===== config.mk =====
export PLATFORM = sky130hd
export DESIGN_NAME = prn_port
export DESIGN_NICKNAME = d
export VERILOG_FILES = /design/src/rtl/prn_pkg.sv /design/src/rtl/prn_sync.sv /design/src/rtl/prn_irq.sv /design/src/rtl/prn_send_fsm.sv /design/src/rtl/prn_port.sv
export SDC_FILE = /design/constraint.sdc
export NUM_CORES = 1
export LEC_CHECK = 0
export BUFFER_PORTS_ARGS = -buffer_cell sky130_fd_sc_hd__buf_4
export CAP_MARGIN = 20
export CORE_MARGIN = 2
export CORE_UTILIZATION = 35
export DETAILED_ROUTE_END_ITERATION = 12
export GPL_TIMING_DRIVEN = 0
export PLACE_DENSITY = 0.62
export SKIP_LAST_GASP = 1
export SLEW_MARGIN = 20
export SYNTH_ARGS = -nofsm -noshare
export SYNTH_HDL_FRONTEND = slang
export SYNTH_SLANG_ARGS = --single-unit
export TNS_END_PERCENT = 5

===== constraint.sdc =====
create_clock -name clk -period 3.85 [get_ports clk]
set_input_delay 0.385 -clock clk [delete_from_list [all_inputs] [get_ports clk]]
set_output_delay 0.385 -clock clk [all_outputs]
set_load 0.05 [all_outputs]

===== src/rtl/prn_pkg.sv =====
package prn_pkg;
  typedef enum logic [2:0] {
    ENG_IDLE, ENG_WAIT, ENG_SETUP, ENG_STROBE, ENG_HOLD
  } eng_state_t;

  localparam logic [1:0] A_DATA = 2'd0;
  localparam logic [1:0] A_STAT = 2'd1;
  localparam logic [1:0] A_CTRL = 2'd2;
  localparam logic [1:0] A_SEND = 2'd3;

  // lines = {ready, ack, paper, online, fault}
  function automatic logic [7:0] status_word(logic [4:0] lines);
    return {lines, 3'b000};
  endfunction

  // Control update: strobe bit frozen while the engine owns the line
  function automatic logic [4:0] ctrl_next(logic [4:0] cur, logic [7:0] wd, logic eng_busy);
    return eng_busy ? {wd[4:1], cur[0]} : wd[4:0];
  endfunction

  function automatic int max3(int a, int b, int c);
    int m;
    m = (a > b) ? a : b;
    return (m > c) ? m : c;
  endfunction
endpackage


===== src/rtl/prn_sync.sv =====
module prn_sync #(
  parameter int W      = 5,
  parameter int STAGES = 2
) (
  input  logic         clk,
  input  logic         rst_n,
  input  logic [W-1:0] din,
  output logic [W-1:0] dout
);
  logic [STAGES-1:0][W-1:0] stg;

  always_ff @(posedge clk or negedge rst_n) begin
    if (!rst_n) begin
      stg <= '0;
    end else begin
      stg[0] <= din;
      for (int i = 1; i < STAGES; i++) stg[i] <= stg[i-1];
    end
  end

  assign dout = stg[STAGES-1];
endmodule


===== src/rtl/prn_irq.sv =====
module prn_irq (
  input  logic clk,
  input  logic rst_n,
  input  logic ack_s,
  input  logic en,
  input  logic clr,
  output logic irq,
  output logic ack_rise
);
  logic ack_d;

  assign ack_rise = ack_s & ~ack_d;

  always_ff @(posedge clk or negedge rst_n) begin
    if (!rst_n) begin
      ack_d <= 1'b0;
      irq   <= 1'b0;
    end else begin
      ack_d <= ack_s;
      if (en && ack_rise) irq <= 1'b1;
      else if (clr)       irq <= 1'b0;
    end
  end

  AST_IRQ_NEEDS_EN: assert property (@(posedge clk) disable iff (!rst_n)
    $rose(irq) |-> $past(en));
  AST_IRQ_CLEARS: assert property (@(posedge clk) disable iff (!rst_n)
    (clr && !ack_rise) |=> !irq);
endmodule


===== src/rtl/prn_send_fsm.sv =====
module prn_send_fsm
  import prn_pkg::*;
#(
  parameter int SETUP_CYC  = 4,
  parameter int STROBE_CYC = 4,
  parameter int HOLD_CYC   = 4
) (
  input  logic       clk,
  input  logic       rst_n,
  input  logic       start,
  input  logic [7:0] start_byte,
  input  logic       ready,
  output logic       busy,
  output logic       strobe,
  output logic       load,
  output logic [7:0] out_byte
);
  localparam int MAXC  = max3(SETUP_CYC, STROBE_CYC, HOLD_CYC);
  localparam int CNT_W = $clog2(MAXC + 1);

  eng_state_t       state;
  logic [CNT_W-1:0] cnt;
  logic [7:0]       byte_q;

  assign busy     = (state != ENG_IDLE);
  assign strobe   = (state == ENG_STROBE);
  assign load     = (state == ENG_WAIT) && ready;
  assign out_byte = byte_q;

  always_ff @(posedge clk or negedge rst_n) begin
    if (!rst_n) begin
      state  <= ENG_IDLE;
      cnt    <= '0;
      byte_q <= '0;
    end else begin
      case (state)
        ENG_IDLE: if (start) begin
          byte_q <= start_byte;
          state  <= ENG_WAIT;
        end
        ENG_WAIT: if (ready) begin
          state <= ENG_SETUP;
          cnt   <= CNT_W'(SETUP_CYC - 1);
        end
        ENG_SETUP: if (cnt == '0) begin
          state <= ENG_STROBE;
          cnt   <= CNT_W'(STROBE_CYC - 1);
        end else cnt <= cnt - 1'b1;
        ENG_STROBE: if (cnt == '0) begin
          state <= ENG_HOLD;
          cnt   <= CNT_W'(HOLD_CYC - 1);
        end else cnt <= cnt - 1'b1;
        ENG_HOLD: if (cnt == '0) state <= ENG_IDLE;
                  else cnt <= cnt - 1'b1;
        default: state <= ENG_IDLE;
      endcase
    end
  end

  AST_WAIT_HOLDS: assert property (@(posedge clk) disable iff (!rst_n)
    (state == ENG_WAIT && !ready) |=> (state == ENG_WAIT));
  AST_STROBE_AFTER_SETUP: assert property (@(posedge clk) disable iff (!rst_n)
    $rose(strobe) |-> ($past(state) == ENG_SETUP));
  AST_START_IGNORED_BUSY: assert property (@(posedge clk) disable iff (!rst_n)
    (busy && start) |=> $stable(byte_q));
endmodule


===== src/rtl/prn_port.sv =====
module prn_port
  import prn_pkg::*;
#(
  parameter int SETUP_CYC  = 4,
  parameter int STROBE_CYC = 4,
  parameter int HOLD_CYC   = 4,
  parameter int SYNC_STAGES = 2
) (
  input  logic       clk,
  input  logic       rst_n,
  input  logic       bus_sel,
  input  logic       bus_wr,
  input  logic [1:0] bus_addr,
  input  logic [7:0] bus_wdata,
  output logic [7:0] bus_rdata,
  output logic [7:0] pr_data,
  output logic       pr_strobe,
  output logic       pr_autofeed,
  output logic       pr_init,
  output logic       pr_select,
  input  logic       pr_ready,
  input  logic       pr_ack,
  input  logic       pr_paper,
  input  logic       pr_online,
  input  logic       pr_fault,
  output logic       irq
);
  localparam int NLINES = 5;

  logic [NLINES-1:0] lines_s;
  logic [7:0]        data_q;
  logic [4:0]        ctrl_q;
  logic              eng_busy, eng_strobe, eng_load, ack_rise;
  logic [7:0]        eng_byte;

  // Named bus events
  logic wr_data, wr_ctrl, wr_send, status_rd;
  assign wr_data   = bus_sel &  bus_wr & (bus_addr == A_DATA);
  assign wr_ctrl   = bus_sel &  bus_wr & (bus_addr == A_CTRL);
  assign wr_send   = bus_sel &  bus_wr & (bus_addr == A_SEND);
  assign status_rd = bus_sel & ~bus_wr & (bus_addr == A_STAT);

  prn_sync #(.W(NLINES), .STAGES(SYNC_STAGES)) u_sync (
    .clk, .rst_n,
    .din  ({pr_ready, pr_ack, pr_paper, pr_online, pr_fault}),
    .dout (lines_s)
  );

  prn_send_fsm #(.SETUP_CYC(SETUP_CYC), .STROBE_CYC(STROBE_CYC), .HOLD_CYC(HOLD_CYC)) u_eng (
    .clk, .rst_n,
    .start      (wr_send),
    .start_byte (bus_wdata),
    .ready      (lines_s[4]),
    .busy       (eng_busy),
    .strobe     (eng_strobe),
    .load       (eng_load),
    .out_byte   (eng_byte)
  );

  prn_irq u_irq (
    .clk, .rst_n,
    .ack_s    (lines_s[3]),
    .en       (ctrl_q[4]),
    .clr      (status_rd),
    .irq      (irq),
    .ack_rise (ack_rise)
  );

  always_ff @(posedge clk or negedge rst_n) begin
    if (!rst_n) begin
      data_q <= '0;
      ctrl_q <= '0;
    end else begin
      if (eng_load)                 data_q <= eng_byte;
      else if (wr_data && !eng_busy) data_q <= bus_wdata;
      if (wr_ctrl) ctrl_q <= ctrl_next(ctrl_q, bus_wdata, eng_busy);
    end
  end

  always_comb begin
    case (bus_addr)
      A_DATA:  bus_rdata = data_q;
      A_STAT:  bus_rdata = status_word(lines_s);
      A_CTRL:  bus_rdata = {3'b000, ctrl_q};
      default: bus_rdata = {7'b0, eng_busy};
    endcase
  end

  assign pr_data     = data_q;
  assign pr_strobe   = ctrl_q[0] | eng_strobe;
  assign pr_autofeed = ctrl_q[1];
  assign pr_init     = ctrl_q[2];
  assign pr_select   = ctrl_q[3];

  AST_STATUS_PAD: assert property (@(posedge clk) disable iff (!rst_n)
    status_rd |-> (bus_rdata[2:0] == 3'b000));
  AST_DATA_LOCKED: assert property (@(posedge clk) disable iff (!rst_n)
    (eng_busy && wr_data && !eng_load) |=> $stable(data_q));
  AST_STR_LOCKED: assert property (@(posedge clk) disable iff (!rst_n)
    (eng_busy && wr_ctrl) |=> $stable(ctrl_q[0]));
  AST_DATA_STABLE_STROBE: assert property (@(posedge clk) disable iff (!rst_n)
    eng_strobe |-> $stable(data_q));
endmodule


==> flow_metrics.env, run 1 <==
export IMPL_num_rows=25
export IMPL_timing_slew_headroom=0.5906
export IMPL_synth_xor_area_frac=0
export IMPL_grt_usage=0.1466
export IMPL_cp_arrival_ns=1.60
export IMPL_grt_max_degree=40
export IMPL_first_global_vias=1307
export IMPL_synth_simple_area_share=0.1318
export IMPL_max_slew_worst_pin_slew_ns=0.6095
export IMPL_via_count=1284
export IMPL_yosysSeqAreaShare=0.5587
export IMPL_timing_setup_tns_ns=0
export IMPL_wl_um=3681
export IMPL_post_cts_setup_buffers=0
export IMPL_multi_input_area_um2=709.4
export IMPL_die_area_um2=5572
export IMPL_hold_path_class="in2async"
export IMPL_antenna_left=0
export IMPL_avgRoutedWirePerCell_um=14.16
export IMPL_clk_path_buf_depth=2
export IMPL_num_fill_cells=452
export IMPL_synth_seq_cells=39
export IMPL_r2r_slack_ns=2.18
export IMPL_synthCells=146
export IMPL_clk_pin_slew_ns=0.07
export IMPL_crit_slowest_cell="dfrtp_1"
export IMPL_setup_viol=0
export IMPL_cts_tree="yes"
export IMPL_initial_core_util=0.3674
export IMPL_timing_final_hold_violations=0
export IMPL_power_leakage_nw=1.104
export IMPL_pre_cts_slack_ns=2.008
export IMPL_synth_distinct_cells=33
export IMPL_grt_pass1_wl_um=6072
export IMPL_placed_cell_area_um2=2123
export IMPL_drt_iter0_drc=48
export IMPL_cts_buffers=5
export IMPL_ir_worst_vdd_mv=0.4069
export IMPL_synth_fa_ha_area_frac=0.01433
export IMPL_syn2layout_area_growth_pct=29.15
export IMPL_crit_fanout=10
export IMPL_r2r_start="u_eng.state[0]"
export IMPL_dp_hpwl_um=2664
export IMPL_cp_end_kind="output pin"
export IMPL_worstPathRequired_ns=3.46
export IMPL_synth_top_family_by_area="multiplexers"
export IMPL_syn_nets=167
export IMPL_setup_ws_ns=1.861
export IMPL_port_buffers=39
export IMPL_gp_congestion=0.8020
export IMPL_p_per_area_nw_per_um2=799.9
export IMPL_root_buffer="clkbuf_8"
export IMPL_worst_setup_path_start_kind="register"
export IMPL_clock_sinks=39
export IMPL_synth_most_common_cell="dfrtp_1"
export IMPL_seq_area_um2=975.9
export IMPL_synth_top_cell_by_area="dfrtp_1"
export IMPL_synth_common_cells="dfrtp_1, mux2i_1, mux2_2, nand2_1, o21ai_0"
export IMPL_synthFlopType="dfrtp_1"
export IMPL_synthArstFlopShare=1.000
export IMPL_ys_warn_count=0
export IMPL_synth_compound_area_frac=0.08453
export IMPL_viasPerCell=4.938
export IMPL_clk_latency_ns=0.29
export IMPL_max_cap_viol_count=0
export IMPL_grt_ovfl_total=0
export IMPL_syn_avg_cell_area_um2=11.96
export IMPL_cts_resized=0
export IMPL_drive_above_1_share=0.3627
export IMPL_finish_instance_area_um2=2256
export IMPL_fmax_ghz=0.5028
export IMPL_synthTopCellsByArea="dfrtp_1, mux2i_1, mux2_2"
export IMPL_dieWidth_um=74.65
export IMPL_skew_ns=0.006408
export IMPL_holdBufCountCts=0
export IMPL_drc=0
export IMPL_path_cells="buf_2 -> nor3_2 -> a21oi_1 -> a22o_1 -> buf_4"
export IMPL_final_max_slew_viol_count=0
export IMPL_die_y_um=74.65
export IMPL_r2r_cells=3
export IMPL_fin_crit_sh=0.5166
export IMPL_synth_mux_area_frac=0.1755
export IMPL_rsz0062_at_grt="no"
export IMPL_h_tree_depth=2
export IMPL_slowest_delay_ns=0.38
export IMPL_synth_edf_count=0
export IMPL_synth_top_area_frac=0.5587
export IMPL_path_class="reg2out"
export IMPL_rr_endpoint="u_eng.out_byte[7]"
export IMPL_nNetsFinal=213
export IMPL_ios=40
export IMPL_num_antenna_cells=0
export IMPL_syn_area_um2=1747
export IMPL_antenna_found_initial=0
export IMPL_dr_pass1_iters=4
export IMPL_period_needed_ns=1.989
export IMPL_coreArea_um2=4755
export IMPL_status="complete, no violations"
[critical path: cells and delay by family (launching register included)]
kind / cells / cell delay (ns)
buffers and inverters: 2 / 0.38
AOI/OAI and AO/OA: 2 / 0.35
DFF: 1 / 0.38
and+or+nand+nor: 1 / 0.22
[cell type report]
class                           instances  area share
Clock inverter                          2     0.02662
Inverter                                5    0.008319
Multi-Input combinational cell         95      0.3145
Buffer                                  7     0.01886
Clock buffer                            6     0.03217
Timing Repair Buffer                   39      0.1298
Tap cell                               67     0.03716
Sequential cell                        39      0.4326
[through the flow]
step	hold slack, ns	total power [mW]	util	instances
floorplan	0.08941	1.182	-	146
global placement	0.3329	1.386	0.4466	252
detailed placement	0.3378	1.416	0.4466	252
CTS	0.07513	1.816	0.4745	260
global route	0.08301	1.903	0.4745	260
finish	0.05571	1.805	0.4745	260
[how the worst max path moves through the flow]
stage | start | endpoint | slack, ns
3_5_place_dp | bus_addr[0] | ctrl_q[0] | 2.01
4_1_cts | u_eng.state[0] | bus_rdata[0] | 1.85
3_3_place_gp | bus_addr[0] | ctrl_q[0] | 1.99
2_1_floorplan | pr_data[3] | bus_rdata[3] | 1.61
6_report | u_eng.state[0] | bus_rdata[0] | 1.86
5_1_grt | u_eng.state[0] | bus_rdata[0] | 1.76
[cells by family (layout without fill, tap and decap cells)]
kind of cell,after synthesis,in the layout
simple gates,41,41
compound gates,23,23
fa+ha+maj,2,2
flops,39,39
mux,29,29
buf+inv,12,59
[power by group]
group,switching [mW],internal [mW]
clock,0.138,0.259
combinational,0.503,0.274
sequential,0.0871,0.543
[layout by cell type (no fill, tap or decap), types with 2 or more instances in the layout]
master,count
a21oi_1,2
clkbuf_1,2
nand2_1,13
inv_1,5
nand3_1,3
o21ai_1,2
mux2i_1,16
nand2b_1,2
buf_2,4
nor2_1,10
o21ai_0,12
clkbuf_8,5
ha_1,2
dfrtp_1,39
bufinv_16,2
nor2b_1,3
mux2_2,13
nand4_1,2
buf_4,40
[routing by layer]
metal	up-vias	GRT usage	routed length, um
li1	603	-	-
met1	635	0.1913	1673
met2	39	0.2242	1685
met3	7	0.05221	251
met4	0	0.05952	71
met5	-	0	0
[sequential cells by signal, summed over array words and instances, names as in the netlist]
signal,flops
pr_data,8
u_eng.out_byte,8
ctrl_q,5
u_sync.dout,5
u_sync.stg,5
u_eng.cnt,3
u_eng.state,3
u_irq.ack_d,1
u_irq.irq,1
Note: power is estimated with default switching activity, not from simulation.
==> run 2, diff against run 1 <==
- clock period: 3.85 -> 1.85 ns (I/O delays scaled with it)
==> run 2 against run 1 <==
  * Routed wire length up 6.0%
  * Register-to-register slack worse by 2.1 ns
  * Critical path depth unchanged
  * Flip-flop and latch count unchanged
  * Sequential power up 110%
  * Non-clock buffer count up 6
  * Global-route usage up 0.71 points
  * Clock-buffer cell count down 1
  * Combinational power up 110%
  * Worst setup slack worse by 1.8 ns
  * Final cell count up 2.3%
  * Largest power group unchanged
==> flow_metrics.env, run 2 (same netlist as run 1, synthesis figures left out) <==
export IMPL_busiest_layer="met2"
export IMPL_met2_usage=0.2429
export IMPL_crit_fanout=10
export IMPL_cts_tree="yes"
export IMPL_syn2layout_area_growth_pct=31.95
export IMPL_fmax_ghz=0.5602
export IMPL_grt_usage=0.1537
export IMPL_hold_path_class="in2reg"
export IMPL_timing_slew_headroom=0.5630
export IMPL_crit_path_frequent_cell="buf_4"
export IMPL_final_common_cell="buf_4"
export IMPL_port_buffers=39
export IMPL_max_cap_viol_count=0
export IMPL_fin_crit_sh=0.9649
export IMPL_final_cell_mix="buf_4, dfrtp_1, mux2i_1, nand2_1, mux2_2"
export IMPL_met1_usage=0.2035
export IMPL_antenna_found_initial=0
export IMPL_pre_cts_slack_ns=0.1235
export IMPL_grt_pass1_wl_um=6272
export IMPL_max_slew_worst_pin_slew_ns=0.6506
export IMPL_intPower_mw=2.122
export IMPL_dr_pass1_iters=4
export IMPL_period_needed_ns=1.785
export IMPL_path_class="reg2out"
export IMPL_h_tree_depth=2
export IMPL_p_sw_frac=0.4221
export IMPL_drc=0
export IMPL_worstPathRequired_ns=1.66
export IMPL_final_max_slew_viol_count=0
export IMPL_num_fill_cells=461
export IMPL_placed_cell_area_um2=2123
export IMPL_crit_slowest_cell="dfrtp_1"
export IMPL_path_cells="buf_4 -> nor3_4 -> a21oi_1 -> a22o_1 -> buf_4"
export IMPL_dieWidth_um=74.65
export IMPL_p_seq_frac=0.360
export IMPL_dp_hpwl_um=2740
export IMPL_postLayoutCoreUtil=0.4847
export IMPL_drive_above_1_share=0.3568
export IMPL_viasPerCell=4.962
export IMPL_ios=40
export IMPL_finish_instance_area_um2=2305
export IMPL_cts_buffers=5
export IMPL_gp_congestion=0.8248
export IMPL_first_global_vias=1274
export IMPL_coreArea_um2=4755
export IMPL_clk_latency_ns=0.30
export IMPL_cp_end_kind="output pin"
export IMPL_via_count=1320
export IMPL_die_area_um2=5572
export IMPL_drt_iter0_drc=77
export IMPL_antenna_left=0
export IMPL_dp_cells=252
export IMPL_p_sw_mw=1.550
export IMPL_slowest_delay_ns=0.39
export IMPL_use_met3=0.04953
export IMPL_num_rows=25
export IMPL_timing_final_hold_violations=0
export IMPL_root_buffer="clkbuf_8"
export IMPL_num_antenna_cells=0
export IMPL_timing_setup_tns_ns=0
export IMPL_p_per_area_nw_per_um2=1593
export IMPL_p_comb_frac=0.447
export IMPL_nNetsFinal=219
export IMPL_setup_viol=0
export IMPL_die_y_um=74.65
export IMPL_ir_worst_vdd_mv=0.8618
export IMPL_clk_pin_slew_ns=0.09
export IMPL_initial_core_util=0.3674
export IMPL_power_leakage_nw=1.121
export IMPL_grt_max_degree=40
export IMPL_clock_sinks=39
export IMPL_wl_um=3901
export IMPL_stdcell_count=266
export IMPL_cp_arrival_ns=1.60
export IMPL_setup_ws_ns=0.06502
export IMPL_worst_setup_path_start_kind="register"
export IMPL_grt_ovfl_total=0
export IMPL_p_clk_frac=0.194
export IMPL_avgRoutedWirePerCell_um=14.67
export IMPL_skew_ns=0.01042
export IMPL_clk_path_buf_depth=2
export IMPL_status="complete, no violations"
-- run 2: changes by cell type in the layout (fill, tap and decap cells not counted) --
cell,change
dlygate4sd3_1,+6
o21ai_0,-1
buf_4,+1
buf_2,-1
o21ai_1,+1
clkinv_2,+1
nor3_4,+1
nor3_2,-1
clkinv_4,+1
bufinv_16,-1
clkbuf_1,-1
-- run 2: area by class of cell --
class,instances,area [um2],area share
clock buffer,5,68.82,0.02986
inverter,5,18.77,0.008143
tap,67,83.83,0.03637
buffer,7,45.04,0.01954
timing repair buffer,45,352.8,0.1531
clock inverter,3,43.79,0.01900
multi-input combinational,95,715.7,0.3105
sequential,39,975.9,0.4235
-- run 2: metal layers --
metal  wire length, um  up-vias
li1                  -      616
met1              1744      659
met2              1859       39
met3               242        6
met4                54        0
met5                 0        -
-- run 2: critical path: cells and delay by family, from the launching register on --
kind            cells  cell delay, ns
flops               1            0.39
compound gates      2            0.35
buf+inv             2            0.37
simple gates        1            0.20
-- run 2: worst paths after layout --
path	start	endpoint	slack, ns	cells past startpoint
setup / recovery	u_eng.state[0]	bus_rdata[0]	0.07	5
hold / removal	bus_wdata[4]	ctrl_q[4]	0.14	2
setup reg to reg	u_eng.state[0]	u_eng.out_byte[5]	0.13	3
hold reg to reg	u_sync.stg[4]	u_sync.dout[4]	0.35	0
max in group asynchronous	rst_n	u_sync.dout[4]	1.10	2
min in group asynchronous	rst_n	u_irq.ack_d	0.40	2
-- run 2: timing repair --
action                                  in CTS  in global routing
buffers inserted                             0                  0
hold buffers                                 6                  0
gates resized for setup                      0                  3
endpoints found under the hold margin       44                  0
endpoints found under the setup margin       0                  1
-- run 2: stage by stage --
| stage | power, mW | hold slack, ns |
|---|---|---|
| finish | 3.672 | 0.1352 |
| global route | 3.877 | 0.1222 |
| CTS | 3.681 | 0.1284 |
| detailed placement | 2.957 | 0.1873 |
| global placement | 2.886 | 0.1828 |
| floorplan | 2.460 | -0.1106 |
-- run 2: power by group through the flow --
stage	sequential, mW	combinational [mW]	clock (mW)
finish	1.32	1.64	0.711
global route	1.35	1.75	0.770
CTS	1.32	1.64	0.725
detailed placement	1.33	1.62	0
global placement	1.31	1.58	0
floorplan	1.67	0.792	0
